## src/rtl/fpesc_pkg.sv

```systemverilog
package fpesc_pkg;
  localparam int ESC_W   = 3;
  localparam int FIELD_W = 3;
  localparam int MODRM_W = 8;
  localparam int OP_W    = 6;
  localparam int FMT_W   = 4;
  localparam int POP_W   = 2;

  typedef enum logic [OP_W-1:0] {
    OP_NONE   = 6'h00, OP_ADD   = 6'h01, OP_MUL    = 6'h02, OP_COM    = 6'h03,
    OP_SUB    = 6'h04, OP_SUBR  = 6'h05, OP_DIV    = 6'h06, OP_DIVR   = 6'h07,
    OP_UCOM   = 6'h08, OP_LD    = 6'h09, OP_ST     = 6'h0A, OP_XCH    = 6'h0B,
    OP_NOP    = 6'h0C, OP_CHS   = 6'h0D, OP_ABS    = 6'h0E, OP_TST    = 6'h0F,
    OP_XAM    = 6'h10, OP_CLEX  = 6'h11, OP_INIT   = 6'h12, OP_FREE   = 6'h13,
    OP_STSW   = 6'h14, OP_LDENV = 6'h15, OP_STENV  = 6'h16, OP_LDCW   = 6'h17,
    OP_K_ONE  = 6'h18, OP_K_L2T = 6'h19, OP_K_L2E  = 6'h1A, OP_K_PI   = 6'h1B,
    OP_K_LG2  = 6'h1C, OP_K_LN2 = 6'h1D, OP_K_ZERO = 6'h1E,
    OP_EXP2M1 = 6'h20, OP_YLOG  = 6'h21, OP_TAN    = 6'h22, OP_ATAN   = 6'h23,
    OP_SPLIT  = 6'h24, OP_REMN  = 6'h25, OP_TOPDEC = 6'h26, OP_TOPINC = 6'h27,
    OP_REMT   = 6'h28, OP_YLOGP1= 6'h29, OP_SQRT   = 6'h2A, OP_SINCOS = 6'h2B,
    OP_ROUND  = 6'h2C, OP_SCALE = 6'h2D, OP_SIN    = 6'h2E, OP_COS    = 6'h2F,
    OP_STCW   = 6'h30, OP_RSTOR = 6'h31, OP_SAVE   = 6'h32
  } op_e;

  typedef enum logic [FMT_W-1:0] {
    MF_NONE = 4'd0, MF_F32 = 4'd1, MF_I32 = 4'd2, MF_F64 = 4'd3,
    MF_I16  = 4'd4, MF_F80 = 4'd5, MF_I64 = 4'd6, MF_BCD = 4'd7,
    MF_WORD = 4'd8, MF_ENV = 4'd9, MF_STATE = 4'd10
  } mfmt_e;

  typedef struct packed {
    op_e                op;
    logic [FIELD_W-1:0] dst;
    logic [FIELD_W-1:0] src;
    mfmt_e              fmt;
    logic               push;
    logic [POP_W-1:0]   pop;
    logic               bad;
  } dec_t;

  function automatic dec_t mk(op_e op, logic [FIELD_W-1:0] dst, logic [FIELD_W-1:0] src,
                              mfmt_e fmt, logic push, logic [POP_W-1:0] pop);
    dec_t d;
    d.op = op; d.dst = dst; d.src = src; d.fmt = fmt;
    d.push = push; d.pop = pop; d.bad = 1'b0;
    return d;
  endfunction

  function automatic dec_t bad_dec();
    dec_t d;
    d = '0;
    d.bad = 1'b1;
    return d;
  endfunction

  // Operation codes laid out as base + sub for the sequential register groups.
  function automatic op_e seq_op(logic [OP_W-1:0] base, logic [FIELD_W-1:0] sub);
    return op_e'(base + {{(OP_W-FIELD_W){1'b0}}, sub});
  endfunction
endpackage

```

## src/rtl/fpesc_arith_tree.sv

```systemverilog
module fpesc_arith_tree
  import fpesc_pkg::*;
(
  input  logic [FIELD_W-1:0] grp,
  input  logic               reversed,
  output op_e                op,
  output logic               comp_pop
);
  always_comb begin
    unique case (grp)
      3'd0:       op = OP_ADD;
      3'd1:       op = OP_MUL;
      3'd2, 3'd3: op = OP_COM;
      3'd4:       op = reversed ? OP_SUBR : OP_SUB;
      3'd5:       op = reversed ? OP_SUB  : OP_SUBR;
      3'd6:       op = reversed ? OP_DIVR : OP_DIV;
      default:    op = reversed ? OP_DIV  : OP_DIVR;
    endcase
  end

  assign comp_pop = (grp == 3'd3);
endmodule

```

## src/rtl/fpesc_mem_decode.sv

```systemverilog
module fpesc_mem_decode
  import fpesc_pkg::*;
(
  input  logic [ESC_W-1:0]   esc,
  input  logic [FIELD_W-1:0] grp,
  input  op_e                tree_op,
  input  logic               tree_pop,
  output dec_t               dec
);
  mfmt_e tree_fmt;

  always_comb begin
    unique case (esc[2:1])
      2'd0:    tree_fmt = MF_F32;
      2'd1:    tree_fmt = MF_I32;
      2'd2:    tree_fmt = MF_F64;
      default: tree_fmt = MF_I16;
    endcase
  end

  always_comb begin
    dec = bad_dec();
    if (!esc[0]) begin
      dec = mk(tree_op, 3'd0, 3'd0, tree_fmt, 1'b0, {1'b0, tree_pop});
    end else begin
      unique case (esc)
        3'd1: unique case (grp)
          3'd0: dec = mk(OP_LD,    3'd0, 3'd0, MF_F32,  1'b1, 2'd0);
          3'd2: dec = mk(OP_ST,    3'd0, 3'd0, MF_F32,  1'b0, 2'd0);
          3'd3: dec = mk(OP_ST,    3'd0, 3'd0, MF_F32,  1'b0, 2'd1);
          3'd4: dec = mk(OP_LDENV, 3'd0, 3'd0, MF_ENV,  1'b0, 2'd0);
          3'd5: dec = mk(OP_LDCW,  3'd0, 3'd0, MF_WORD, 1'b0, 2'd0);
          3'd6: dec = mk(OP_STENV, 3'd0, 3'd0, MF_ENV,  1'b0, 2'd0);
          3'd7: dec = mk(OP_STCW,  3'd0, 3'd0, MF_WORD, 1'b0, 2'd0);
          default: dec = bad_dec();
        endcase
        3'd3: unique case (grp)
          3'd0: dec = mk(OP_LD, 3'd0, 3'd0, MF_I32, 1'b1, 2'd0);
          3'd2: dec = mk(OP_ST, 3'd0, 3'd0, MF_I32, 1'b0, 2'd0);
          3'd3: dec = mk(OP_ST, 3'd0, 3'd0, MF_I32, 1'b0, 2'd1);
          3'd5: dec = mk(OP_LD, 3'd0, 3'd0, MF_F80, 1'b1, 2'd0);
          3'd7: dec = mk(OP_ST, 3'd0, 3'd0, MF_F80, 1'b0, 2'd1);
          default: dec = bad_dec();
        endcase
        3'd5: unique case (grp)
          3'd0: dec = mk(OP_LD,    3'd0, 3'd0, MF_F64,   1'b1, 2'd0);
          3'd2: dec = mk(OP_ST,    3'd0, 3'd0, MF_F64,   1'b0, 2'd0);
          3'd3: dec = mk(OP_ST,    3'd0, 3'd0, MF_F64,   1'b0, 2'd1);
          3'd4: dec = mk(OP_RSTOR, 3'd0, 3'd0, MF_STATE, 1'b0, 2'd0);
          3'd6: dec = mk(OP_SAVE,  3'd0, 3'd0, MF_STATE, 1'b0, 2'd0);
          3'd7: dec = mk(OP_STSW,  3'd0, 3'd0, MF_WORD,  1'b0, 2'd0);
          default: dec = bad_dec();
        endcase
        default: unique case (grp)
          3'd0: dec = mk(OP_LD, 3'd0, 3'd0, MF_I16, 1'b1, 2'd0);
          3'd2: dec = mk(OP_ST, 3'd0, 3'd0, MF_I16, 1'b0, 2'd0);
          3'd3: dec = mk(OP_ST, 3'd0, 3'd0, MF_I16, 1'b0, 2'd1);
          3'd4: dec = mk(OP_LD, 3'd0, 3'd0, MF_BCD, 1'b1, 2'd0);
          3'd5: dec = mk(OP_LD, 3'd0, 3'd0, MF_I64, 1'b1, 2'd0);
          3'd6: dec = mk(OP_ST, 3'd0, 3'd0, MF_BCD, 1'b0, 2'd1);
          3'd7: dec = mk(OP_ST, 3'd0, 3'd0, MF_I64, 1'b0, 2'd1);
          default: dec = bad_dec();
        endcase
      endcase
    end
  end
endmodule

```

## src/rtl/fpesc_reg_decode.sv

```systemverilog
module fpesc_reg_decode
  import fpesc_pkg::*;
(
  input  logic [ESC_W-1:0]   esc,
  input  logic [FIELD_W-1:0] grp,
  input  logic [FIELD_W-1:0] sub,
  input  op_e                tree_op,
  input  logic               tree_pop,
  output dec_t               dec
);
  logic is_cmp;
  assign is_cmp = (grp == 3'd2) || (grp == 3'd3);

  always_comb begin
    dec = bad_dec();
    unique case (esc)
      // ST := ST op ST(i)
      3'd0: dec = mk(tree_op, 3'd0, sub, MF_NONE, 1'b0, {1'b0, tree_pop});
      3'd1: unique case (grp)
        3'd0: dec = mk(OP_LD,  3'd0, sub,  MF_NONE, 1'b1, 2'd0);
        3'd1: dec = mk(OP_XCH, 3'd0, sub,  MF_NONE, 1'b0, 2'd0);
        3'd2: dec = mk(OP_NOP, 3'd0, 3'd0, MF_NONE, 1'b0, 2'd0);
        3'd3: dec = mk(OP_ST,  sub,  3'd0, MF_NONE, 1'b0, 2'd1);
        3'd4: unique case (sub)
          3'd0: dec = mk(OP_CHS, 3'd0, 3'd0, MF_NONE, 1'b0, 2'd0);
          3'd1: dec = mk(OP_ABS, 3'd0, 3'd0, MF_NONE, 1'b0, 2'd0);
          3'd4: dec = mk(OP_TST, 3'd0, 3'd0, MF_NONE, 1'b0, 2'd0);
          3'd5: dec = mk(OP_XAM, 3'd0, 3'd0, MF_NONE, 1'b0, 2'd0);
          default: dec = bad_dec();
        endcase
        3'd5: dec = (sub == 3'd7) ? bad_dec()
                  : mk(seq_op(6'h18, sub), 3'd0, 3'd0, MF_NONE, 1'b1, 2'd0);
        3'd6: dec = mk(seq_op(6'h20, sub), 3'd0, 3'd0, MF_NONE, 1'b0, 2'd0);
        default: dec = mk(seq_op(6'h28, sub), 3'd0, 3'd0, MF_NONE, 1'b0, 2'd0);
      endcase
      3'd2: dec = (grp == 3'd5 && sub == 3'd1)
                ? mk(OP_UCOM, 3'd0, 3'd1, MF_NONE, 1'b0, 2'd2) : bad_dec();
      3'd3: begin
        if (grp == 3'd4) begin
          unique case (sub)
            3'd2:       dec = mk(OP_CLEX, 3'd0, 3'd0, MF_NONE, 1'b0, 2'd0);
            3'd3:       dec = mk(OP_INIT, 3'd0, 3'd0, MF_NONE, 1'b0, 2'd0);
            3'd4, 3'd5: dec = mk(OP_NOP,  3'd0, 3'd0, MF_NONE, 1'b0, 2'd0);
            default:    dec = bad_dec();
          endcase
        end
      end
      // ST(i) := ST(i) op ST, with the reversed subtract/divide mapping
      3'd4: dec = is_cmp ? mk(tree_op, 3'd0, sub, MF_NONE, 1'b0, {1'b0, tree_pop})
                         : mk(tree_op, sub, 3'd0, MF_NONE, 1'b0, 2'd0);
      3'd5: unique case (grp)
        3'd0: dec = mk(OP_FREE, sub,  3'd0, MF_NONE, 1'b0, 2'd0);
        3'd1: dec = mk(OP_XCH,  3'd0, sub,  MF_NONE, 1'b0, 2'd0);
        3'd2: dec = mk(OP_ST,   sub,  3'd0, MF_NONE, 1'b0, 2'd0);
        3'd3: dec = mk(OP_ST,   sub,  3'd0, MF_NONE, 1'b0, 2'd1);
        3'd4: dec = mk(OP_UCOM, 3'd0, sub,  MF_NONE, 1'b0, 2'd0);
        3'd5: dec = mk(OP_UCOM, 3'd0, sub,  MF_NONE, 1'b0, 2'd1);
        default: dec = bad_dec();
      endcase
      // every register form pops once; the double compare pops twice
      3'd6: begin
        if (grp == 3'd3)
          dec = (sub == 3'd1) ? mk(OP_COM, 3'd0, 3'd1, MF_NONE, 1'b0, 2'd2) : bad_dec();
        else if (grp == 3'd2)
          dec = mk(OP_COM, 3'd0, sub, MF_NONE, 1'b0, 2'd1);
        else
          dec = mk(tree_op, sub, 3'd0, MF_NONE, 1'b0, 2'd1);
      end
      default: unique case (grp)
        3'd1:       dec = mk(OP_XCH, 3'd0, sub,  MF_NONE, 1'b0, 2'd0);
        3'd2, 3'd3: dec = mk(OP_ST,  sub,  3'd0, MF_NONE, 1'b0, 2'd1);
        3'd4:       dec = (sub == 3'd0) ? mk(OP_STSW, 3'd0, 3'd0, MF_NONE, 1'b0, 2'd0)
                                        : bad_dec();
        default:    dec = bad_dec();
      endcase
    endcase
  end
endmodule

```

## src/rtl/fpesc_decoder.sv

```systemverilog
module fpesc_decoder
  import fpesc_pkg::*;
#(
  parameter bit REG_OUT = 1'b1
) (
  input  logic               clk,
  input  logic               rst,
  input  logic               in_valid,
  input  logic [ESC_W-1:0]   esc_idx,
  input  logic [MODRM_W-1:0] modrm,
  input  logic               mem_form,
  output logic               out_valid,
  output logic [OP_W-1:0]    op_code,
  output logic [FIELD_W-1:0] dst_sel,
  output logic [FIELD_W-1:0] src_sel,
  output logic [FMT_W-1:0]   mem_fmt,
  output logic               push,
  output logic [POP_W-1:0]   pop_cnt,
  output logic               unhandled
);
  logic [FIELD_W-1:0] grp, sub;
  logic               unused_mod;
  logic               reversed, tree_pop;
  op_e                tree_op;
  dec_t               mem_d, reg_d, raw_d, fin_d, out_d;
  logic               v_q;

  assign grp        = modrm[5:3];
  assign sub        = modrm[2:0];
  assign unused_mod = ^modrm[7:6];
  assign reversed   = !mem_form && (esc_idx == 3'd4 || esc_idx == 3'd6);

  fpesc_arith_tree u_tree (
    .grp(grp), .reversed(reversed), .op(tree_op), .comp_pop(tree_pop)
  );

  fpesc_mem_decode u_mem (
    .esc(esc_idx), .grp(grp), .tree_op(tree_op), .tree_pop(tree_pop), .dec(mem_d)
  );

  fpesc_reg_decode u_reg (
    .esc(esc_idx), .grp(grp), .sub(sub), .tree_op(tree_op), .tree_pop(tree_pop), .dec(reg_d)
  );

  assign raw_d = mem_form ? mem_d : reg_d;
  // an unhandled encoding must not touch the stack
  assign fin_d = raw_d.bad ? bad_dec() : raw_d;

  generate
    if (REG_OUT) begin : g_reg
      dec_t q;
      always_ff @(posedge clk) begin
        if (rst) begin
          q   <= '0;
          v_q <= 1'b0;
        end else begin
          v_q <= in_valid;
          if (in_valid) q <= fin_d;
        end
      end
      assign out_d = q;
    end else begin : g_comb
      assign out_d = fin_d;
      assign v_q   = in_valid;
    end
  endgenerate

  assign out_valid = v_q;
  assign op_code   = out_d.op;
  assign dst_sel   = out_d.dst;
  assign src_sel   = out_d.src;
  assign mem_fmt   = out_d.fmt;
  assign push      = out_d.push;
  assign pop_cnt   = out_d.pop;
  assign unhandled = out_d.bad;
endmodule

```

## config.mk

```make
export PLATFORM = sky130hd
export DESIGN_NAME = fpesc_decoder
export DESIGN_NICKNAME = d
export VERILOG_FILES = /design/src/rtl/fpesc_pkg.sv /design/src/rtl/fpesc_arith_tree.sv /design/src/rtl/fpesc_mem_decode.sv /design/src/rtl/fpesc_reg_decode.sv /design/src/rtl/fpesc_decoder.sv
export SDC_FILE = /design/constraint.sdc
export NUM_CORES = 1
export LEC_CHECK = 0
export BUFFER_PORTS_ARGS = -buffer_cell sky130_fd_sc_hd__clkbuf_2
export CAP_MARGIN = 20
export CORE_AREA = 8 8 75 77
export DETAILED_ROUTE_END_ITERATION = 8
export DIE_AREA = 0 0 83 85
export PLACE_DENSITY = 0.84
export SETUP_SLACK_MARGIN = 0.05
export SLEW_MARGIN = 10
export SYNTH_ARGS = -nofsm -noshare
export SYNTH_HDL_FRONTEND = slang
export SYNTH_SLANG_ARGS = --single-unit
export TNS_END_PERCENT = 30
```

## constraint.sdc

```tcl
create_clock -name clk -period 2.9 [get_ports clk]
set_input_delay 0.58 -clock clk [delete_from_list [all_inputs] [get_ports clk]]
set_output_delay 0.58 -clock clk [all_outputs]
set_load 0.02 [all_outputs]
```

* Word-level counts from Yosys, hierarchy flattened
Index checks and enable logic that the tools add are counted.
** Operators by class
- Add/subtract/negate cells :: 3
- Eq/ne operators :: 21
- Muxes and demuxes :: 28
- Reduce and logical (&&, ||, !) cells :: 11
** Operator list (number)
- $pmux 20 s7 :: 3
- $pmux 18 s7 :: 1
- $mux 20 :: 6
- $pmux 20 s3 :: 2
- $pmux 20 s6 :: 1
- $pmux 19 s6 :: 1
- $pmux 18 s5 :: 1
- $pmux 19 s4 :: 1
- $pmux 19 s3 :: 1
- $eq 3x3->1 const B :: 10
- $mux 19 :: 1
- $eq 3x2->1 const B :: 6
- $mux 18 :: 1
- $pmux 3 s6 :: 1
- $mux 17 :: 1
- $mux 16 :: 1
- $mux 14 :: 1
- $add 6x3->6 const A :: 2
- $eq 3x1->1 const B :: 3
- $logic_not 3->1 :: 3
- $pmux 3 s3 :: 1
- $add 5x3->6 const A :: 1
- $mux 1 :: 4
- $reduce_or 2->1 :: 2
- 6 further kinds :: 8
** Word-level totals
- Bits in registers :: 21
- Input port bits :: 15
- Word-level logic and storage cells :: 71

* Depth between registers and ports, before layout
- Word-level depth :: 10
- Mapped depth :: 12

* Hierarchy
Synthesis repeated with hierarchy kept, for this count alone.
** Unflattened totals
- Cells, all modules :: 340
- Area, all modules :: 2541.2 µm²
** Modules (own cells, without submodules)
- fpesc_decoder :: times used 1, cells an instance 94, area an instance 1034.7 µm², seq. area each 420.4 µm²
- fpesc_reg_decode :: times used 1, cells an instance 160, area an instance 959.7 µm², seq. area each 0.0 µm²
- fpesc_mem_decode :: times used 1, cells an instance 74, area an instance 475.5 µm², seq. area each 0.0 µm²
- fpesc_arith_tree :: times used 1, cells an instance 12, area an instance 71.3 µm², seq. area each 0.0 µm²

* Worst setup path before layout
OpenSTA, ideal clock, no wires.
- Kind :: input to register
- Start :: input port modrm[5]
- End :: register g_reg.q (netlist bit op_code[1])
- Arrival :: 2.508 ns
- Data required time :: 2.783 ns
- Slack :: 0.275 ns
- Cell stages on the path :: 11
- Buffers on the path :: 3
- Cells stage by stage :: buf_4 -> buf_2 -> clkinv_1 -> ha_1 -> clkbuf_1 -> nor2_1 -> nor2_1 -> o211a_1 -> a2111oi_0 -> o22ai_1 -> a22o_1
** Between the ends
- Cells in the longest elaborated chain, start to end :: 8
- Elaborated cells between the ends (all ways) :: 27
** RTL lines
- from (decl) :: RTL line fpesc_decoder.sv:10 : input logic [MODRM_W-1:0] modrm,
- $eq 3x2->1 (on tied branches)
- $reduce_or 2->1 :: RTL line fpesc_arith_tree.sv:10, fpesc_reg_decode.sv:69
- $pmux 3 s6 :: RTL line fpesc_arith_tree.sv:10 : unique case (grp)
- $mux 17 :: RTL line fpesc_reg_decode.sv:64 : else if (grp == 3'd2)
- $mux 20 :: RTL line fpesc_reg_decode.sv:62 : if (grp == 3'd3)
- $pmux 20 s7 :: RTL line fpesc_reg_decode.sv:16 : unique case (esc)
- $mux 20 * :: RTL line fpesc_decoder.sv:45 : assign raw_d = mem_form ? mem_d : reg_d;
- $mux 20 * :: RTL line fpesc_decoder.sv:47 : assign fin_d = raw_d.bad ? bad_dec() : raw_d;
- to (signal assigned) :: RTL line fpesc_decoder.sv:58 : if (in_valid) q <= fin_d;
- to (decl) :: RTL line fpesc_decoder.sv:51 : dec_t q;
Mark *: on every way between the ends. The rest lies on a longest branch, timed or not.
A chain may end at the register's enable or synchronous reset.

* Worst setup path in the final report
- Start :: input port modrm[5]
- End :: register g_reg.q (netlist bit pop_cnt[0])
** Between the ends
- Cells in the longest elaborated chain, start to end :: 6
- Elaborated cells between the ends (all ways) :: 27
** RTL lines
- $eq 3x2->1, or another cell as far along
- $reduce_or 2->1, or another cell as far along :: RTL line fpesc_reg_decode.sv:69 : default: unique case (grp)
- $pmux 20 s3, or another cell as far along :: RTL line fpesc_reg_decode.sv:69
- $pmux 20 s7 / $mux 20 (equally long branches) :: RTL line fpesc_reg_decode.sv:16, fpesc_mem_decode.sv:23
- $mux 20 * :: RTL line fpesc_decoder.sv:45
- $mux 20 * :: RTL line fpesc_decoder.sv:47
Marks and branches as above.

==> flow_summary.toml <==
[placement]
hpwl_um = 6760
io_buffers = 33
pre_cts_ws_ps = 253
finalWeightedCongestion = 0.995

[floorplanning]
ios = 36
initial_utilization_pct = 51.1
die_area_mm2 = 0.00706
rows = 25
core_area_mm2 = 0.00454
die_x_um = 83
die_h_um = 85

[synthesis]
synth.distinct_cells = 67
syn_inst = 330
ys_async_sr_fraction_pct = 0
netlist_area_mm2 = 0.00232
ys_seq_elements = 21
avgSynthCellArea_um2 = 7.03
synth-edff-count = 0
ys_dominant_reg_cell = "dfxtp_1"
yosysSeqAreaShare_pct = 18.1
syn-num-nets = 351
ys_warn_count = 0

[worst_setup_path]
critical_path.endpoint = "pop_cnt[0]"
critical_path_arrival_ps = 2570
reg2reg_depth = 2
startpoint_type = "input pin"
cp-end-kind = "flop"
r2r_end = "op_code[2]"
critPathRequiredTime_ps = 3050
startpoint = "modrm[5]"
ff2ff_setup_slack_ps = 2060
rr_startpoint = "op_code[2]"
crit_type = "input pin to flop"
cp_max_fo = 7

[sta]
period_needed_ps = 2410
clock_skew_ps = 0
rsz0062_at_grt = "no"
setup_viol = 0
relSlewSlack_pct = 48.4
hold_violations = 0
slew_viol_final = 0
worst_slew_pin_slew_ps = 771
finalCritPeriodShare_pct = 83.2
fin_ws_ps = 488
fin_tns_setup_ps = 0
fmax_mhz = 415

[drt]
routed_via_density = 6.79
via_count = 2839
ant_nets = 0
routed_wl_um = 8830
drt-wirelength-per-cell_um = 21.1
first_iter_violations = 417
first_pass_iters = 7
drc = 0

[clock_tree]
clkSinkCount = 21
postCtsHoldBufs = 0
htree_levels = 1
post_cts_resized = 0
clk_pin_slew_ps = 70
cts_tree = "built"
clk_path_buf_depth = 2
insertion_delay_ps = 250
cts_setup_buffers = 0
clockRootBuffer = "clkbuf_8"
cts_buffers = 3

[hold_path]
hold_path.class = "flop to flop"

[pwr]
power.density_mw_per_mm2 = 309
p_leak_nw = 1.07
total_power_w = 0.000832
peakVddDrop_uv = 198

[final_layout]
final_nets = 386
areaGrowthSynthToFinish_pct = 16.0
diodes = 0
drive_gt1_share_pct = 21.7

[global_routing]
grt_pass1_vias = 2729
overflow = 0
grt_max_degree = 31
grt_usage_pct = 24.4
antenna_found_initial = 0
grt_pass1_wl_um = 14400

[run]
drv_cap = 0

[run_status]
status = "finished, final reports clean"
[report_power, final]
group          switching (W)  total [W]  internal [W]
Combinational       0.000218   0.000341      0.000123
Clock              0.0000924   0.000188     0.0000956
Sequential        0.00000508   0.000303      0.000298
[Yosys cell counts, drive strengths merged (6+ instances only)]
cell,count,share of area [%]
inv,6,0.97
nand2,31,5.0
nor3,13,2.8
clkbuf,15,2.4
dfxtp,21,18
o21ai,27,6.0
a21oi,26,5.8
buf,17,3.5
nor2b,10,2.7
a22o,6,2.3
ha,6,3.2
a31oi,9,3.1
nor2,33,5.3
[registers in the layout (all words and copies together), names as in the netlist]
signal     flops
unhandled      1
src_sel        3
dst_sel        3
pop_cnt        2
push           1
mem_fmt        4
out_valid      1
op_code        6
[through the flow]
stage                     cells  utilization [%]  hold slack (ps)  cell area [um^2]
after floorplan             330                -              533              2320
after global placement      414             58.3              439              2640
after detailed placement    414             58.3              460              2640
after CTS                   418             59.3              472              2690
after global routing        418             59.3              487              2690
final                       418             59.3              472              2690
[cell usage in the layout, fill, tap and decap left out, types with 5 or more instances in the layout]
cell type and n:
nor2_1 33, clkbuf_2 33, nand2_1 31, buf_4 28, o21ai_0 26, a21oi_1 25
dfxtp_1 21, nor3_1 13, nor2b_1 10, a31oi_1 8, inv_1 6, a22o_1 6
ha_1 6, o211ai_1 5, nand2b_1 5, nand3_1 5, a221oi_1 5, o31ai_1 5
a32o_1 5
[area by class of cell]
type	count	area (um^2)
fillers	442	1850
multi-input cells	269	1730
inverters	8	30.0
clock buffers	3	41.3
clock inverters	1	5.00
repair buffers	62	395
flip-flops and latches	21	420
well taps	54	67.6
[kinds of logic (layout without fill, tap and decap cells)]
| logic type | after synthesis | after routing | share of synthesized area (%) |
|---|---|---|---|
| xor+xnor | 2 | 2 | 0.756 |
| simple gates | 126 | 126 | 27.8 |
| buf+inv | 40 | 74 | 7.23 |
| compound gates | 134 | 134 | 42.4 |
| mux | 1 | 1 | 0.432 |
| flops | 21 | 21 | 18.1 |
| fa+ha+maj | 6 | 6 | 3.24 |
[per-layer routing]
layer	vias to the layer above	global-route usage (%)	wire length, um
met1	1304	31.1	3680
met4	0	11.3	324
met3	39	4.12	755
met5	-	0	0
li1	1322	-	-
met2	174	39.0	4070
[critical path, stage by stage]
cell,delay [ps]
clkbuf_2,160
ha_1,390
nand2b_1,210
a211oi_1,100
a221o_1,300
a222oi_1,450
o31ai_1,160
a22o_1,220
[worst min-delay path by stage]
stage / startpoint / end / slack [ps] / cells past startpoint
after CTS: mem_fmt[0] / mem_fmt[0] / 470 / 2
final: mem_fmt[0] / mem_fmt[0] / 470 / 2
after floorplan: src_sel[0] / src_sel[0] / 530 / 2
after global placement: src_sel[0] / src_sel[0] / 440 / 2
after global routing: mem_fmt[1] / mem_fmt[1] / 490 / 2
after detailed placement: mem_fmt[0] / mem_fmt[0] / 460 / 2
(Power assumes the default switching activity.)
